`config.mk`:
```
export PLATFORM = sky130hd
export DESIGN_NAME = dir_home_ctrl
export DESIGN_NICKNAME = d
export VERILOG_FILES = /design/src/rtl/dir_pkg.sv /design/src/rtl/dir_lowest_pick.sv /design/src/rtl/dir_store.sv /design/src/rtl/dir_home_ctrl.sv
export SDC_FILE = /design/constraint.sdc
export NUM_CORES = 1
export LEC_CHECK = 0
export BUFFER_PORTS_ARGS = -buffer_cell sky130_fd_sc_hd__buf_2
export CAP_MARGIN = 30
export CELL_PAD_IN_SITES_DETAIL_PLACEMENT = 1
export CELL_PAD_IN_SITES_GLOBAL_PLACEMENT = 2
export CORE_ASPECT_RATIO = 1.4
export CORE_MARGIN = 2
export CORE_UTILIZATION = 46
export CTS_CLUSTER_DIAMETER = 200
export DETAILED_ROUTE_END_ITERATION = 8
export PLACE_DENSITY = 0.9
export SLEW_MARGIN = 10
export SYNTH_ARGS = -nofsm -noshare
export SYNTH_HDL_FRONTEND = slang
export SYNTH_SLANG_ARGS = --single-unit
```
`constraint.sdc`:
```
create_clock -name clk -period 40.5 [get_ports clk]
set_input_delay 2.025 -clock clk [delete_from_list [all_inputs] [get_ports clk]]
set_output_delay 2.025 -clock clk [all_outputs]
set_load 0.02 [all_outputs]
```
`src/rtl/dir_pkg.sv`:
```
package dir_pkg;

  typedef enum logic [1:0] {
    DS_UNC = 2'd0,
    DS_SHR = 2'd1,
    DS_EXC = 2'd2
  } dstate_t;

  localparam logic [1:0] RQ_RD = 2'd0;
  localparam logic [1:0] RQ_WR = 2'd1;
  localparam logic [1:0] RQ_WB = 2'd2;

  localparam logic [1:0] MT_DATA  = 2'd0;
  localparam logic [1:0] MT_INV   = 2'd1;
  localparam logic [1:0] MT_FETCH = 2'd2;
  localparam logic [1:0] MT_FINV  = 2'd3;

  typedef enum logic [2:0] {
    F_IDLE  = 3'd0,
    F_EXEC  = 3'd1,
    F_INV   = 3'd2,
    F_FREQ  = 3'd3,
    F_FWAIT = 3'd4,
    F_REPLY = 3'd5
  } fsm_t;

endpackage

```
`src/rtl/dir_lowest_pick.sv`:
```
module dir_lowest_pick #(
  parameter int W = 4,
  localparam int IW = (W > 1) ? $clog2(W) : 1
) (
  input  logic [W-1:0]  vec,
  output logic [IW-1:0] idx,
  output logic [W-1:0]  onehot
);

  // scan from the top down so the lowest set bit is the one left standing
  always_comb begin
    idx    = '0;
    onehot = '0;
    for (int i = W - 1; i >= 0; i--) begin
      if (vec[i]) begin
        idx       = IW'(i);
        onehot    = '0;
        onehot[i] = 1'b1;
      end
    end
  end

endmodule

```
`src/rtl/dir_store.sv`:
```
module dir_store
  import dir_pkg::*;
#(
  parameter int NPROC = 4,
  parameter int NENT  = 16,
  parameter int DW    = 32,
  localparam int AW   = (NENT > 1) ? $clog2(NENT) : 1
) (
  input  logic             clk,
  input  logic             rst_ni,
  input  logic [AW-1:0]    rd_addr,
  output dstate_t          rd_state,
  output logic [NPROC-1:0] rd_sharers,
  output logic [DW-1:0]    rd_data,
  input  logic             dir_we,
  input  logic [AW-1:0]    dir_waddr,
  input  dstate_t          dir_wstate,
  input  logic [NPROC-1:0] dir_wsharers,
  input  logic             mem_we,
  input  logic [AW-1:0]    mem_waddr,
  input  logic [DW-1:0]    mem_wdata
);

  dstate_t          st_q  [NENT];
  logic [NPROC-1:0] sh_q  [NENT];
  logic [DW-1:0]    dat_q [NENT];

  always_ff @(posedge clk or negedge rst_ni) begin
    if (!rst_ni) begin
      for (int e = 0; e < NENT; e++) begin
        st_q[e]  <= DS_UNC;
        sh_q[e]  <= '0;
        dat_q[e] <= '0;
      end
    end else begin
      for (int e = 0; e < NENT; e++) begin
        if (dir_we && (dir_waddr == AW'(e))) begin
          st_q[e] <= dir_wstate;
          sh_q[e] <= dir_wsharers;
        end
        if (mem_we && (mem_waddr == AW'(e))) begin
          dat_q[e] <= mem_wdata;
        end
      end
    end
  end

  assign rd_state   = st_q[rd_addr];
  assign rd_sharers = sh_q[rd_addr];
  assign rd_data    = dat_q[rd_addr];

endmodule

```
`src/rtl/dir_home_ctrl.sv`:
```
module dir_home_ctrl
  import dir_pkg::*;
#(
  parameter int NPROC = 4,
  parameter int NENT  = 16,
  parameter int DW    = 32,
  localparam int PW   = (NPROC > 1) ? $clog2(NPROC) : 1,
  localparam int AW   = (NENT > 1) ? $clog2(NENT) : 1
) (
  input  logic          clk,
  input  logic          rst_n,
  input  logic          req_valid,
  input  logic [1:0]    req_type,
  input  logic [PW-1:0] req_proc,
  input  logic [AW-1:0] req_addr,
  input  logic [DW-1:0] req_data,
  output logic          busy,
  input  logic          fetch_valid,
  input  logic [DW-1:0] fetch_data,
  output logic          msg_valid,
  output logic [1:0]    msg_type,
  output logic [PW-1:0] msg_proc,
  output logic [AW-1:0] msg_addr,
  output logic [DW-1:0] msg_data
);

  // reset: asserted asynchronously, released on a clock edge
  logic [1:0] rs_q;
  logic       rst_ni;

  always_ff @(posedge clk or negedge rst_n) begin
    if (!rst_n) rs_q <= '0;
    else        rs_q <= {rs_q[0], 1'b1};
  end
  assign rst_ni = rs_q[1];

  // state and captured request
  fsm_t             fsm_q, fsm_d;
  logic [1:0]       q_type;
  logic [PW-1:0]    q_proc;
  logic [AW-1:0]    q_addr;
  logic [DW-1:0]    q_data;
  logic [NPROC-1:0] mask_q, mask_d;
  logic [PW-1:0]    owner_q, owner_d;
  logic             accept;

  // store interface
  dstate_t          rd_state;
  logic [NPROC-1:0] rd_sharers;
  logic [DW-1:0]    rd_data;
  logic             dir_we;
  dstate_t          dir_wstate;
  logic [NPROC-1:0] dir_wsharers;
  logic             mem_we;
  logic [DW-1:0]    mem_wdata;

  // lowest-set-bit picker, shared by owner lookup and invalidate walk
  logic [NPROC-1:0] pick_vec;
  logic [PW-1:0]    pick_idx;
  logic [NPROC-1:0] pick_oh;
  logic [NPROC-1:0] req_bit;
  logic [NPROC-1:0] others;

  assign req_bit  = NPROC'(1) << q_proc;
  assign others   = rd_sharers & ~req_bit;
  assign pick_vec = (fsm_q == F_INV) ? mask_q : rd_sharers;

  dir_lowest_pick #(.W(NPROC)) pick_i (
    .vec    (pick_vec),
    .idx    (pick_idx),
    .onehot (pick_oh)
  );

  dir_store #(.NPROC(NPROC), .NENT(NENT), .DW(DW)) store_i (
    .clk          (clk),
    .rst_ni       (rst_ni),
    .rd_addr      (q_addr),
    .rd_state     (rd_state),
    .rd_sharers   (rd_sharers),
    .rd_data      (rd_data),
    .dir_we       (dir_we),
    .dir_waddr    (q_addr),
    .dir_wstate   (dir_wstate),
    .dir_wsharers (dir_wsharers),
    .mem_we       (mem_we),
    .mem_waddr    (q_addr),
    .mem_wdata    (mem_wdata)
  );

  assign busy     = (fsm_q != F_IDLE);
  assign accept   = (fsm_q == F_IDLE) && req_valid;
  assign msg_addr = q_addr;

  // next-state and outputs
  always_comb begin
    fsm_d        = fsm_q;
    mask_d       = mask_q;
    owner_d      = owner_q;
    dir_we       = 1'b0;
    dir_wstate   = DS_UNC;
    dir_wsharers = '0;
    mem_we       = 1'b0;
    mem_wdata    = '0;
    msg_valid    = 1'b0;
    msg_type     = MT_DATA;
    msg_proc     = '0;
    msg_data     = '0;

    unique case (fsm_q)
      F_IDLE: begin
        if (req_valid) fsm_d = F_EXEC;
      end

      F_EXEC: begin
        if (q_type == RQ_WB) begin
          if ((rd_state == DS_EXC) && (rd_sharers == req_bit)) begin
            dir_we    = 1'b1;
            mem_we    = 1'b1;
            mem_wdata = q_data;
          end
          fsm_d = F_IDLE;
        end else if ((q_type == RQ_RD) || (q_type == RQ_WR)) begin
          if (rd_state == DS_EXC) begin
            owner_d = pick_idx;
            fsm_d   = F_FREQ;
          end else if ((q_type == RQ_WR) && (rd_state == DS_SHR) && (others != '0)) begin
            mask_d = others;
            fsm_d  = F_INV;
          end else begin
            fsm_d = F_REPLY;
          end
        end else begin
          fsm_d = F_IDLE;
        end
      end

      F_INV: begin
        msg_valid = 1'b1;
        msg_type  = MT_INV;
        msg_proc  = pick_idx;
        mask_d    = mask_q & ~pick_oh;
        if ((mask_q & ~pick_oh) == '0) fsm_d = F_REPLY;
      end

      F_FREQ: begin
        msg_valid = 1'b1;
        msg_type  = (q_type == RQ_WR) ? MT_FINV : MT_FETCH;
        msg_proc  = owner_q;
        fsm_d     = F_FWAIT;
      end

      F_FWAIT: begin
        if (fetch_valid) begin
          mem_we    = 1'b1;
          mem_wdata = fetch_data;
          fsm_d     = F_REPLY;
        end
      end

      F_REPLY: begin
        msg_valid = 1'b1;
        msg_type  = MT_DATA;
        msg_proc  = q_proc;
        msg_data  = rd_data;
        dir_we    = 1'b1;
        if (q_type == RQ_WR) begin
          dir_wstate   = DS_EXC;
          dir_wsharers = req_bit;
        end else begin
          dir_wstate   = DS_SHR;
          dir_wsharers = rd_sharers | req_bit;
        end
        fsm_d = F_IDLE;
      end

      default: fsm_d = F_IDLE;
    endcase
  end

  // registers
  always_ff @(posedge clk or negedge rst_ni) begin
    if (!rst_ni) begin
      fsm_q   <= F_IDLE;
      mask_q  <= '0;
      owner_q <= '0;
    end else begin
      fsm_q   <= fsm_d;
      mask_q  <= mask_d;
      owner_q <= owner_d;
    end
  end

  always_ff @(posedge clk or negedge rst_ni) begin
    if (!rst_ni) begin
      q_type <= '0;
      q_proc <= '0;
      q_addr <= '0;
      q_data <= '0;
    end else if (accept) begin
      q_type <= req_type;
      q_proc <= req_proc;
      q_addr <= req_addr;
      q_data <= req_data;
    end
  end

  // ---------------- assertions ----------------
  assert_inv_order_R5: assert property (@(posedge clk) disable iff (!rst_ni)
    (msg_valid && (msg_type == MT_INV)) |=>
      (msg_valid && ((msg_type == MT_DATA) ||
                     ((msg_type == MT_INV) && (msg_proc > $past(msg_proc))))));

  assert_inv_skips_req_R5: assert property (@(posedge clk) disable iff (!rst_ni)
    (msg_valid && (msg_type == MT_INV)) |-> (msg_proc != q_proc));

  assert_fetch_then_reply_R6: assert property (@(posedge clk) disable iff (!rst_ni)
    ((fsm_q == F_FWAIT) && fetch_valid) |=>
      (msg_valid && (msg_type == MT_DATA) && (msg_data == $past(fetch_data))));

  assert_single_owner_R7: assert property (@(posedge clk) disable iff (!rst_ni)
    (dir_we && (dir_wstate == DS_EXC)) |-> ($countones(dir_wsharers) == 1));

  assert_hold_off_R10: assert property (@(posedge clk) disable iff (!rst_ni)
    busy |=> ($stable(q_proc) && $stable(q_addr) && $stable(q_type)));

  assert_idle_silent_R1: assert property (@(posedge clk) disable iff (!rst_ni)
    !busy |-> !msg_valid);

  assert_fetch_busy_R10: assert property (@(posedge clk) disable iff (!rst_ni)
    (msg_valid && ((msg_type == MT_FETCH) || (msg_type == MT_FINV))) |=> busy);

endmodule

```
== Word level (Yosys, flattened, before mapping) ==
Cells that the tools add are included.

* Register bits: 659
* Bits of input ports: 76
* Output and inout bits: 42
* Word-level logic and storage cells: 194

* Order comparisons: 1
* Eq/ne operators: 32
* Shift-type cells: 1
* Multiplexer cells: 49
* Bitwise logic cells: 7
* Reductions and logical operators: 48

{| class="wikitable"
|+ Operators with widths
! kind !! number
|-
| 32-bit 2-to-1 mux || 6
|-
| 32-bit binary-select mux with 4-bit select || 1
|-
| 32-bit one-hot mux with 2 select lines || 1
|-
| 4-bit 2-to-1 mux || 13
|-
| 1-bit logical AND || 36
|-
| 4-bit == test (second input constant) || 8
|-
| 3-bit 2-to-1 mux || 7
|-
| 4-bit binary-select mux with 4-bit select || 1
|-
| 4-bit by 3-bit == test with 1-bit output (second input constant) || 4
|-
| 2-bit 2-to-1 mux || 8
|-
| 3-bit one-hot mux with 5 select lines || 1
|-
| 2-bit != test (second input constant) || 6
|-
| 4-bit AND || 2
|-
| 2-bit binary-select mux with 4-bit select || 1
|-
| 4-bit by 2-bit == test with 1-bit output (second input constant) || 2
|-
| 4-bit logical NOT || 2
|-
| 4-bit inverter || 2
|-
| 4-bit one-hot mux with 2 select lines || 1
|-
| 3-bit by 2-bit == test with 1-bit output (second input constant) || 2
|-
| 3-bit == test (second input constant) || 2
|-
| 2-bit one-hot mux with 3 select lines || 1
|-
| 5-bit >= comparator (second input constant) || 1
|-
| 1-bit 2-to-1 mux || 5
|-
| 4-bit inverter with 5-bit output || 1
|-
| other kinds (21) || 24
|}

== Depth between registers and ports, before layout ==
Gate-level depths: netlist of run 1.

* Word-level depth: 14
* Gate-level depth with buffers: 17
* Depth with buffers taken out: 12

== Modules after synthesis ==
A second synthesis of run 1 with hierarchy kept.

* Cells, all modules: 1966
* Area, all modules: 30357.9 µm²

{| class="wikitable"
|+ Modules (own cells, without submodules)
! module !! instances !! cells an instance !! area each (µm²) !! seq. area each (µm²)
|-
| dir_store || 1 || 1682 || 27143.5 || 15214.6
|-
| dir_home_ctrl || 1 || 275 || 3154.3 || 1276.2
|-
| dir_lowest_pick || 1 || 9 || 60.1 || 0.0
|}

== Worst setup path after synthesis of run 1 ==
OpenSTA, ideal clock, no wires.

* Path type: register to output
* Start point: register q_addr[0], in the netlist msg_addr[0]
* End point: output port msg_data[0]
* Arrival time: 3088 ps
* Data required time: 38475 ps
* Slack: 35387 ps
* Stages on the path, launching flop included: 8
* Buffers on the path: 4
* Cells stage by stage: dfrtp_1 > clkbuf_1 > clkbuf_1 > clkbuf_1 > buf_1 > mux4_2 > mux4_2 > and2_1

* Longest elaborated chain between the ends: 5

{| class="wikitable"
|+ RTL lines
! what !! line !! source
|-
| start: declaration || dir_home_ctrl.sv:41 || <nowiki>logic [AW-1:0] q_addr;</nowiki>
|-
| start signal: assignment || dir_home_ctrl.sv:202 || <nowiki>q_addr <= req_addr;</nowiki>
|-
| 4-bit inverter with 5-bit output (implied by the code) || dir_store.sv:50 || <nowiki>assign rd_data = dat_q[rd_addr];</nowiki>
|-
| 32-bit binary-select mux with 4-bit select || dir_store.sv:50 ||
|-
| 32-bit 2-to-1 mux (implied by the code) (2 in series) || dir_store.sv:50 ||
|-
| 32-bit 2-to-1 mux || dir_home_ctrl.sv:109 || <nowiki>unique case (fsm_q)</nowiki>
|-
| end: declaration || dir_home_ctrl.sv:24 || <nowiki>output logic [DW-1:0] msg_data</nowiki>
|}

No other way between the ends. The select of a mux whose other input is x is not followed.

== Worst setup path in the final report of run 1 ==
* Start point: register q_addr[1], in the netlist msg_addr[1]
* End point: output port msg_data[31]

Same word-level chain as after synthesis.

==> impl_metrics.json, run 1 <==
{
  "outcome": "complete, no violations",
  "slew_headroom_pct": 22.4,
  "synth_compound_area_share_pct": 14.1,
  "stdcell_count": 3410,
  "synth_fa_ha_area_share_pct": 0.379,
  "synth_cell_types": 49,
  "grt_antenna_before_repair": 0,
  "worstSkewPairLatency_ns": 0.61,
  "grt_usage_pct": 26.7,
  "core-area_sq_um": 62700,
  "synth.top_cell.area_share_pct": 56.8,
  "drtIter0Drc": 1375,
  "area_growth_pct": 13.5,
  "period_share_pct": 16.4,
  "vias_per_cell": 6.00,
  "ys_seq_area_share_pct": 56.8,
  "vias": 20500,
  "dp_hpwl_mm": 51.3,
  "wl_per_cell_microns": 24.8,
  "gr-total-overflow": 0,
  "synth-main-ff-cell": "dfrtp_1",
  "async_flop_share_pct": 100,
  "fillCellCount": 6513,
  "pre_cts_ws_ns": 34.47,
  "post-route-min-period_ns": 6.65,
  "maxSlewViolCount": 0,
  "synth-simple-area-share_pct": 9.38,
  "cts_setup_buffers": 0,
  "design.die.area_sq_um": 65200,
  "maxCapViolCount": 0,
  "worstSetupEndpointType": "output port",
  "fp-row-count": 109,
  "rsz0062_at_grt": "no",
  "die_x_microns": 216,
  "h-tree-depth": 3,
  "finalClockSkew_ns": 0.0320,
  "synth_top_family_by_area": "multiplexers",
  "clockBufferDepth": 3,
  "syn-mean-instance-area_sq_um": 11.7,
  "p_per_area_nw_per_um2": 66.9,
  "tns_ns": 0,
  "final_hold_viol_count": 0,
  "syn_nets": 2574,
  "initial_core_util_pct": 46.3,
  "critPathKind": "register to output port",
  "clk_pin_slew_ns": 0.06,
  "synth_xor_area_share_pct": 0,
  "cts_hold_buffers": 0,
  "cts_sinks": 659,
  "port_buffers": 117,
  "worstPathArrival_ns": 4.62,
  "cts_tree": "built",
  "synthMuxAreaShare_pct": 16.2,
  "ctsResizeCount": 0,
  "p_total_mw": 2.21,
  "synth_area_leaders": "dfrtp_1 57%, mux4_2 14%, o21ai_0 6.5%",
  "layout.nets": 2615,
  "reg2reg_from": "msg_addr[1]$_DFFE_PN0P_",
  "cts_buffers": 67,
  "syn-cell-area_sq_um": 29000,
  "crit_fanout": 63,
  "start_kind": "register",
  "num_io_pins": 118,
  "synth-seq-cells": 659,
  "die_h_microns": 301,
  "fmaxAchievable_mhz": 150,
  "synth_area_leader_cell": "dfrtp_1",
  "dp.cells": 3277,
  "hold_path_class": "register to asynchronous set/reset pin",
  "cp-startpoint": "msg_addr[1]$_DFFE_PN0P_",
  "drtPass1Iterations": 5,
  "critPathRequiredTime_ns": 38.47,
  "yosys_warnings": 0,
  "grt_pass1_vias": 22700,
  "tightest_slew_ns": 1.16,
  "setup_ws_ns": 33.85,
  "drc": 0,
  "leakagePower_nw": 14.2,
  "drive_gt1_share_pct": 21.6,
  "final_antenna_net_count": 0,
  "grt_max_degree": 182,
  "gp_congestion": 0.805,
  "synth_edf_count": 0,
  "drt-total-wl_mm": 84.7,
  "vdd_drop_max_v": 0.0000443,
  "setup_violations": 0,
  "cts-root-buf": "clkbuf_16",
  "grt_pass1_wl_mm": 134,
  "r2r_setup_slack_ns": 34.99,
  "netlist_instances": 2490
}
state kept, by name, indices dropped and copies added, names as in the netlist:
name and count:
store_i.sh_q 64, store_i.dat_q 512, fsm_q 3, q_type 2, store_i.st_q 32, mask_q 4, q_proc 2, q_data 32
msg_addr 4, owner_q 2, rs_q 2
critical path: stages, from the launching register on:
cell and delay (ns):
dfrtp_4 1.05, buf_4 0.89, buf_4 0.69, mux4_2 0.44, mux4_2 0.47, and2_1 0.23, buf_2 0.18
kinds of logic after synthesis:
group / Yosys count
compound gates: 699
flops: 659
simple gates: 658
mux: 233
buf+inv: 231
fa+ha+maj: 9
other cells: 1
layer usage:
metal  global-route usage, %  vias to the layer above  part of all wire [%]
li1                        -                     8961                     -
met4                    10.9                        0                   3.2
met3                    3.47                      154                   3.9
met5                       0                        -                     0
met1                    32.8                    10900                    40
met2                    47.6                      488                    53
cells in the final DEF, fill, tap and decap left out, types with 8 or more instances in the layout:
| cell type | count |
|---|---|
| a21oi_1 | 143 |
| a22oi_1 | 35 |
| and2_1 | 38 |
| buf_16 | 10 |
| buf_2 | 117 |
| buf_4 | 56 |
| clkbuf_1 | 14 |
| clkbuf_16 | 71 |
| clkbuf_8 | 17 |
| clkinv_2 | 8 |
| dfrtp_1 | 654 |
| ha_1 | 8 |
| inv_1 | 10 |
| mux2_2 | 41 |
| mux4_2 | 185 |
| nand2_1 | 426 |
| nand3_2 | 10 |
| nor2_1 | 142 |
| o21ai_0 | 375 |
| o21ai_1 | 19 |
| o2bb2ai_1 | 96 |
report_power, final:
group	switching (mW)	internal, mW	total (mW)
Sequential	0.121	0.807	0.928
Combinational	0.352	0.300	0.652
Clock	0.262	0.363	0.625
Total	0.735	1.47	2.21
synth_stat cells (all sizes together) (17+ instances only):
cell type  number
nand3          17
and2           39
o21ai         394
a22oi          35
nor2          144
o2bb2ai        96
buf            72
mux4          185
a21oi         143
clkbuf        149
mux2           41
nand2         426
dfrtp         659
stage by stage:
step / hold slack (ns) / instance area (sq um) / util (%)
2_1_floorplan: 0.331 / 29000 / -
3_3_place_gp: 0.335 / 30400 / 48.4
3_5_place_dp: 0.199 / 30500 / 48.7
4_1_cts: 0.206 / 32700 / 52.2
5_1_grt: 0.214 / 33000 / 52.5
6_report: 0.195 / 33000 / 52.5
layout make-up:
cell class,count,area (sq um),area share (%)
inverter,10,37.5,0.114
timing repair buffer,193,1390,4.22
sequential,659,16500,50.1
clock buffer,102,2060,6.26
antenna,1,2.50,0.00759
tap,832,1040,3.16
clock inverter,13,124,0.376
multi-input combinational,1600,11800,35.8
worst paths after layout:
kind | end | cells after the start
worst max-delay path | msg_data[31] | 6
worst min-delay path | store_i.dat_q[376]$_DFFE_PN0P_ | 0
worst max register to register | store_i.sh_q[29]$_DFFE_PN0P_ | 12
worst min register to register | store_i.dat_q[376]$_DFFE_PN0P_ | 0
max in group asynchronous | store_i.dat_q[133]$_DFFE_PN0P_ | 4
min in group clk | rs_q[1]$_DFF_PN0_ | 0
Power figures use the tool's default switching activity.
==> run 2, diff against run 1 <==
--- a/config.mk
+++ b/config.mk
@@ -5,16 +5,17 @@
 export SDC_FILE = /design/constraint.sdc
 export NUM_CORES = 1
 export LEC_CHECK = 0
+export ABC_AREA = 1
 export BUFFER_PORTS_ARGS = -buffer_cell sky130_fd_sc_hd__buf_2
 export CAP_MARGIN = 30
 export CELL_PAD_IN_SITES_DETAIL_PLACEMENT = 1
 export CELL_PAD_IN_SITES_GLOBAL_PLACEMENT = 2
 export CORE_ASPECT_RATIO = 1.4
 export CORE_MARGIN = 2
-export CORE_UTILIZATION = 46
+export CORE_UTILIZATION = 34
 export CTS_CLUSTER_DIAMETER = 200
 export DETAILED_ROUTE_END_ITERATION = 8
-export PLACE_DENSITY = 0.9
+export PLACE_DENSITY = 0.8
 export SLEW_MARGIN = 10
 export SYNTH_ARGS = -nofsm -noshare
 export SYNTH_HDL_FRONTEND = slang
==> constraint.sdc (replaced) <==
create_clock -name clk -period 5.6 [get_ports clk]
set_input_delay 0.28 -clock clk [delete_from_list [all_inputs] [get_ports clk]]
set_output_delay 0.28 -clock clk [all_outputs]
set_load 0.02 [all_outputs]
==> impl_metrics.json, run 2 <==
{
  "syn_nets": 3761,
  "synth_area_leaders": "dfrtp_1 54%, nand2_1 10%, o21ai_0 7.3%",
  "post-route-min-period_ns": 4.63,
  "crit_fanout": 59,
  "outcome": "complete, no violations",
  "synth_area_leader_cell": "dfrtp_1",
  "setup_violations": 0,
  "grt_pass1_wl_mm": 157,
  "die_h_microns": 358,
  "critPathRequiredTime_ns": 5.32,
  "dp_hpwl_mm": 60.3,
  "num_io_pins": 118,
  "synth_edf_count": 0,
  "die_x_microns": 257,
  "clk_pin_slew_ns": 0.06,
  "vias": 25400,
  "r2r_setup_slack_ns": 1.32,
  "cts_buffers": 69,
  "synth-main-ff-cell": "dfrtp_1",
  "syn-cell-area_sq_um": 30500,
  "antennaDiodeCount": 0,
  "synth-seq-cells": 659,
  "period_share_pct": 82.7,
  "ys_seq_area_share_pct": 54.0,
  "wl_per_cell_microns": 20.5,
  "cts_setup_buffers": 0,
  "tns_ns": 0,
  "drt-total-wl_mm": 101,
  "syn-mean-instance-area_sq_um": 8.30,
  "drc": 0,
  "fin_util_pct": 38.9,
  "crit_top_cell": "buf_4",
  "fmaxAchievable_mhz": 216,
  "cts_sinks": 659,
  "drtPass1Iterations": 5,
  "synth_most_common_cell": "nand2_1",
  "grt_antenna_before_repair": 0,
  "design.die.area_sq_um": 92200,
  "final_antenna_net_count": 0,
  "synth_cell_types": 38,
  "drive_gt1_share_pct": 9.28,
  "hold_path_class": "input pin to register",
  "synthTopCellsByCount": "850 x nand2_1, 659 x dfrtp_1, 588 x inv_1",
  "cts-root-buf": "clkbuf_16",
  "critPathMaxStageDelay_ns": 0.69,
  "slew_headroom_pct": 29.7,
  "reg.largest.list": "store_i.dat_q x512, store_i.sh_q x64",
  "pre_cts_ws_ns": 1.37,
  "leakagePower_nw": 16.5,
  "initial_core_util_pct": 34.2,
  "synth.top_cell.area_share_pct": 54.0,
  "finalClockSkew_ns": 0.0208,
  "p_per_area_nw_per_um2": 517,
  "fp-row-count": 130,
  "stdcell_count": 4948,
  "netlist_instances": 3677,
  "async_flop_share_pct": 100,
  "cts_hold_buffers": 42,
  "gp_congestion": 0.771,
  "port_buffers": 117,
  "largest_reg_flops": 512,
  "vias_per_cell": 5.13,
  "layout_commonest_cell": "nand2_1",
  "grt_pass1_vias": 26400,
  "area_growth_pct": 13.8,
  "rsz0062_at_grt": "no",
  "fin_area_sq_um": 34700,
  "layout_common_cells": "850 x nand2_1, 658 x dfrtp_1, 583 x inv_1",
  "yosys_warnings": 0,
  "layout.nets": 3792,
  "clockBufferDepth": 3,
  "critPathTopFamily": "buffers and inverters",
  "worstPathArrival_ns": 4.35,
  "drtIter0Drc": 1529,
  "critPathKind": "register to output port",
  "ctsResizeCount": 0,
  "worstSetupEndpointType": "output port",
  "regMostFlops": "store_i.dat_q",
  "crit_buf_inv": 5,
  "gr-total-overflow": 0,
  "vdd_drop_max_v": 0.000396,
  "cts_tree": "built",
  "dpl_cell_area_sq_um": 32100,
  "grt_usage_pct": 21.9,
  "core-area_sq_um": 89300,
  "p_total_mw": 18.0,
  "final_hold_viol_count": 0,
  "setup_ws_ns": 0.968,
  "dp.cells": 4783,
  "maxSlewViolCount": 0,
  "h-tree-depth": 3,
  "start_kind": "register",
  "grt_max_degree": 169,
  "tightest_slew_ns": 1.05,
  "maxCapViolCount": 0,
  "worstSkewPairLatency_ns": 0.62,
  "whs_ns": 0.0437,
  "cpMaxStageDelayCell": "buf_4",
  "worstPathCellList": "buf_4 -> nand2_8 -> buf_4 -> buf_4 -> buf_16 -> o22ai_1 -> o21ai_0 -> a41oi_1 -> buf_2"
}
[run 2: cell types whose count changed after synthesis, moves of 67 or more]
cell       delta
inv_1       +578
nand2_1     +424
o21ai_1     +288
mux4_2      -185
buf_2        +82
o22ai_1     +255
a21oi_1     -103
o21ai_0      +67
o2bb2ai_1    -96
[run 2: kinds of logic (layout without fill, tap and decap cells)]
family                   count (synthesis)  in the layout  share of synthesized area (%)
AO/OA/AOI/OAI                         1129           1129                           20.5
flip-flops                             659            659                           54.0
adder cells (fa/ha/maj)                  8              8                          0.328
other                                    1              1                         0.0123
buffers and inverters                  854            937                           11.2
multiplexers                             2              2                         0.0738
AND/OR/NAND/NOR                       1024           1024                           13.8
[run 2: cell type report]
| type | instances | area [sq um] |
|---|---|---|
| sequential | 659 | 16500 |
| clock inverter | 9 | 126 |
| tap | 1188 | 1490 |
| fill | 10600 | 54600 |
| inverter | 596 | 2260 |
| multi-input combinational | 2164 | 10700 |
| clock buffer | 114 | 2090 |
| timing repair buffer | 218 | 1600 |
[run 2: layer usage]
| metal | GRT usage (%) | vias up | part of all wire [%] |
|---|---|---|---|
| li1 | - | 11900 | - |
| met1 | 28.7 | 12900 | 44 |
| met2 | 38.0 | 443 | 50 |
| met3 | 3.07 | 121 | 4.0 |
| met4 | 6.05 | 0 | 2.2 |
| met5 | 0 | - | 0 |
[run 2: power by group]
| group | switching, mW | internal (mW) |
|---|---|---|
| Combinational | 4.34 | 1.93 |
| Sequential | 0.548 | 6.50 |
| Clock | 1.99 | 2.65 |
[run 2: worst register-to-register path: cells and delay by family (launching register included)]
| kind | cells | cell delay (ns) |
|---|---|---|
| AOI/OAI and AO/OA | 2 | 0.98 |
| adders and majority gates | 1 | 0.26 |
| buffers and inverters | 2 | 0.63 |
| DFF | 1 | 0.71 |
| and+or+nand+nor | 11 | 1.59 |
[run 2: path summary, 6_finish.rpt]
check,start,to,cells past startpoint
min in group asynchronous,rs_q[1]$_DFF_PN0_,store_i.dat_q[424]$_DFFE_PN0P_,0
worst min register to register,rs_q[0]$_DFF_PN0_,rs_q[1]$_DFF_PN0_,0
worst max register to register,msg_addr[1]$_DFFE_PN0P_,store_i.dat_q[333]$_DFFE_PN0P_,16
worst min-delay path,req_valid,q_data[29]$_DFFE_PN0P_,3
max in group asynchronous,rs_q[1]$_DFF_PN0_,store_i.dat_q[503]$_DFFE_PN0P_,1
worst max-delay path,msg_addr[1]$_DFFE_PN0P_,msg_data[5],9
==> run 3, diff against run 2 <==
--- a/config.mk
+++ b/config.mk
@@ -12,10 +12,10 @@
 export CELL_PAD_IN_SITES_GLOBAL_PLACEMENT = 2
 export CORE_ASPECT_RATIO = 1.4
 export CORE_MARGIN = 2
-export CORE_UTILIZATION = 34
+export CORE_UTILIZATION = 38
 export CTS_CLUSTER_DIAMETER = 200
 export DETAILED_ROUTE_END_ITERATION = 8
-export PLACE_DENSITY = 0.8
+export PLACE_DENSITY = 0.84
 export SLEW_MARGIN = 10
 export SYNTH_ARGS = -nofsm -noshare
 export SYNTH_HDL_FRONTEND = slang
==> constraint.sdc (replaced) <==
create_clock -name clk -period 4.8 [get_ports clk]
set_input_delay 0.24 -clock clk [delete_from_list [all_inputs] [get_ports clk]]
set_output_delay 0.24 -clock clk [all_outputs]
set_load 0.02 [all_outputs]
==> impl_metrics.json, run 3 (synthesis gave the netlist of run 2 again) <==
{
  "h-tree-depth": 3,
  "fin_area_sq_um": 34700,
  "p_per_area_nw_per_um2": 601,
  "tightest_slew_ns": 0.957,
  "cts_buffers": 69,
  "critPathTopFamily": "simple AND/OR/NAND/NOR gates",
  "cp-startpoint": "msg_addr[0]$_DFFE_PN0P_",
  "hold_path_class": "input pin to register",
  "crit_buf_inv": 3,
  "grt_pass1_vias": 27100,
  "clockBufferDepth": 3,
  "period_share_pct": 86.4,
  "slew_headroom_pct": 36.2,
  "route.met2.wl_mm": 48.8,
  "worstSkewPairLatency_ns": 0.63,
  "setup_violations": 0,
  "maxSlewViolCount": 0,
  "gp_congestion": 0.794,
  "grt_max_degree": 124,
  "crit_top_cell": "nand2_1",
  "start_kind": "register",
  "wl_per_cell_microns": 20.3,
  "num_io_pins": 118,
  "hold_path_startpoint": "req_valid",
  "dp_hpwl_mm": 59.8,
  "cts_sinks": 659,
  "gr-total-overflow": 0,
  "outcome": "complete, no violations",
  "dp.cells": 4650,
  "final_antenna_net_count": 0,
  "crit_path_end": "store_i.st_q[28]$_DFFE_PN0P_",
  "leakagePower_nw": 16.6,
  "drc": 0,
  "grt_antenna_before_repair": 0,
  "core-area_sq_um": 79200,
  "port_buffers": 117,
  "cpMaxStageDelayCell": "buf_4",
  "ctsResizeCount": 0,
  "highest_layer": "met4",
  "cts-root-buf": "clkbuf_16",
  "fp-row-count": 122,
  "critPathMaxStageDelay_ns": 0.44,
  "fin_util_pct": 43.8,
  "layout_commonest_cell": "nand2_1",
  "dpl_cell_area_sq_um": 32000,
  "rsz0062_at_grt": "no",
  "stdcell_count": 4821,
  "layout_common_cells": "850 x nand2_1, 658 x dfrtp_1, 583 x inv_1",
  "worstSetupEndpointType": "register",
  "drtIter0Drc": 1629,
  "drtPass1Iterations": 5,
  "fmaxAchievable_mhz": 241,
  "die_h_microns": 339,
  "area_growth_pct": 13.7,
  "vias_per_cell": 5.28,
  "cts_tree": "built",
  "largest_reg_flops": 512,
  "worstPathCellList": "buf_4 -> nand2_8 -> inv_2 -> nand2_1 -> nand3_1 -> nand2_1 -> nand2_1 -> nor2_1 -> ha_1 -> nor2_1 -> nand3_1 -> nor4_2 -> nand3_4 -> buf_4 -> nand2_2 -> nand3_1 -> nand2_1 -> o21ai_0",
  "grt_usage_pct": 24.2,
  "drt-total-wl_mm": 97.9,
  "initial_core_util_pct": 38.5,
  "vdd_drop_max_v": 0.000296,
  "worstPathArrival_ns": 4.62,
  "r2r_setup_slack_ns": 0.65,
  "vias": 25500,
  "die_x_microns": 243,
  "met3_wirelength_mm": 2.98,
  "design.die.area_sq_um": 82600,
  "path_depth": 18,
  "reg2reg_from": "msg_addr[0]$_DFFE_PN0P_",
  "critPathKind": "register to register",
  "timing.rr.end": "store_i.st_q[28]$_DFFE_PN0P_",
  "critPathRequiredTime_ns": 5.27,
  "reg.largest.list": "store_i.dat_q x512, store_i.sh_q x64",
  "grt_pass1_wl_mm": 157,
  "finalClockSkew_ns": 0.0229,
  "clk_pin_slew_ns": 0.07,
  "maxCapViolCount": 0,
  "final_hold_viol_count": 0,
  "layout.nets": 3796,
  "drive_gt1_share_pct": 9.61,
  "crit_fanout": 35,
  "regMostFlops": "store_i.dat_q",
  "cts_setup_buffers": 0,
  "r2r_cells": 18,
  "cts_hold_buffers": 42,
  "post-route-min-period_ns": 4.15,
  "m1WireLength_mm": 43.6
}
==> run 3: changes by cell type in the layout (fill, tap and decap cells not counted), moves of 2 or more <==
| cell | previous run | this run |
|---|---|---|
| buf_8 | 0 | 2 |
| clkinv_2 | 2 | 10 |
| buf_4 | 49 | 43 |
| inv_6 | 5 | 7 |
| clkbuf_8 | 11 | 17 |
| a31oi_2 | 3 | 0 |
| buf_12 | 7 | 16 |
| clkbuf_1 | 30 | 20 |
| a31oi_1 | 1 | 4 |
==> run 3: worst min path at each step <==
stage / to / slack [ns] / cells past startpoint
6_report: fsm_q[0]$_DFFE_PN0P_ / 0.18 / 7
5_1_grt: store_i.dat_q[151]$_DFFE_PN0P_ / 0.23 / 6
4_1_cts: fsm_q[0]$_DFFE_PN0P_ / 0.17 / 7
3_5_place_dp: rs_q[0]$_DFF_PN0_ / 0.03 / 1
3_3_place_gp: rs_q[0]$_DFF_PN0_ / 0.03 / 1
2_1_floorplan: rs_q[0]$_DFF_PN0_ / -0.06 / 0
==> run 3: layout make-up <==
class                   count  area [sq um]
repair buffers            222          1730
well taps                1054          1320
flip-flops and latches    659         16500
clock inverters            16           130
multi-input cells        2164         10600
fillers                  9372         44500
inverters                 596          2260
diodes                      1          2.50
clock buffers             109          2110
==> run 3: worst register-to-register path, delay by kind of cell (launching register included) <==
family                   cells  cell delay (ns)
AO/OA/AOI/OAI                1             0.11
AND/OR/NAND/NOR             13             2.22
adder cells (fa/ha/maj)      1             0.27
buffers and inverters        3             1.03
flip-flops                   1             0.36
==> run 3: per-stage QoR <==
stage,setup WS [ns],power (mW),setup TNS (ns),hold WS (ns)
4_1_cts,0.610,21.0,0,0.170
5_1_grt,0.214,22.3,0,0.232
3_3_place_gp,0.744,15.3,0,0.0257
3_5_place_dp,0.627,15.5,0,0.0270
2_1_floorplan,-1.58,13.1,-1035.59,-0.0556
6_report,0.652,20.9,0,0.180
==> run 3: power by group <==
part / switching [mW] / total [mW] / leakage (nW) / internal, mW
Sequential: 0.632 / 8.21 / 7.05 / 7.58
Clock: 2.31 / 5.40 / 1.11 / 3.08
Combinational: 4.99 / 7.24 / 8.43 / 2.26
Total: 7.93 / 20.9 / 16.6 / 12.9
==> run 3: layer usage <==
layer | global-route usage [%] | vias up
li1 | - | 11900
met1 | 31.5 | 13000
met2 | 42.4 | 411
met3 | 2.20 | 144
met4 | 7.55 | 0
met5 | 0 | -
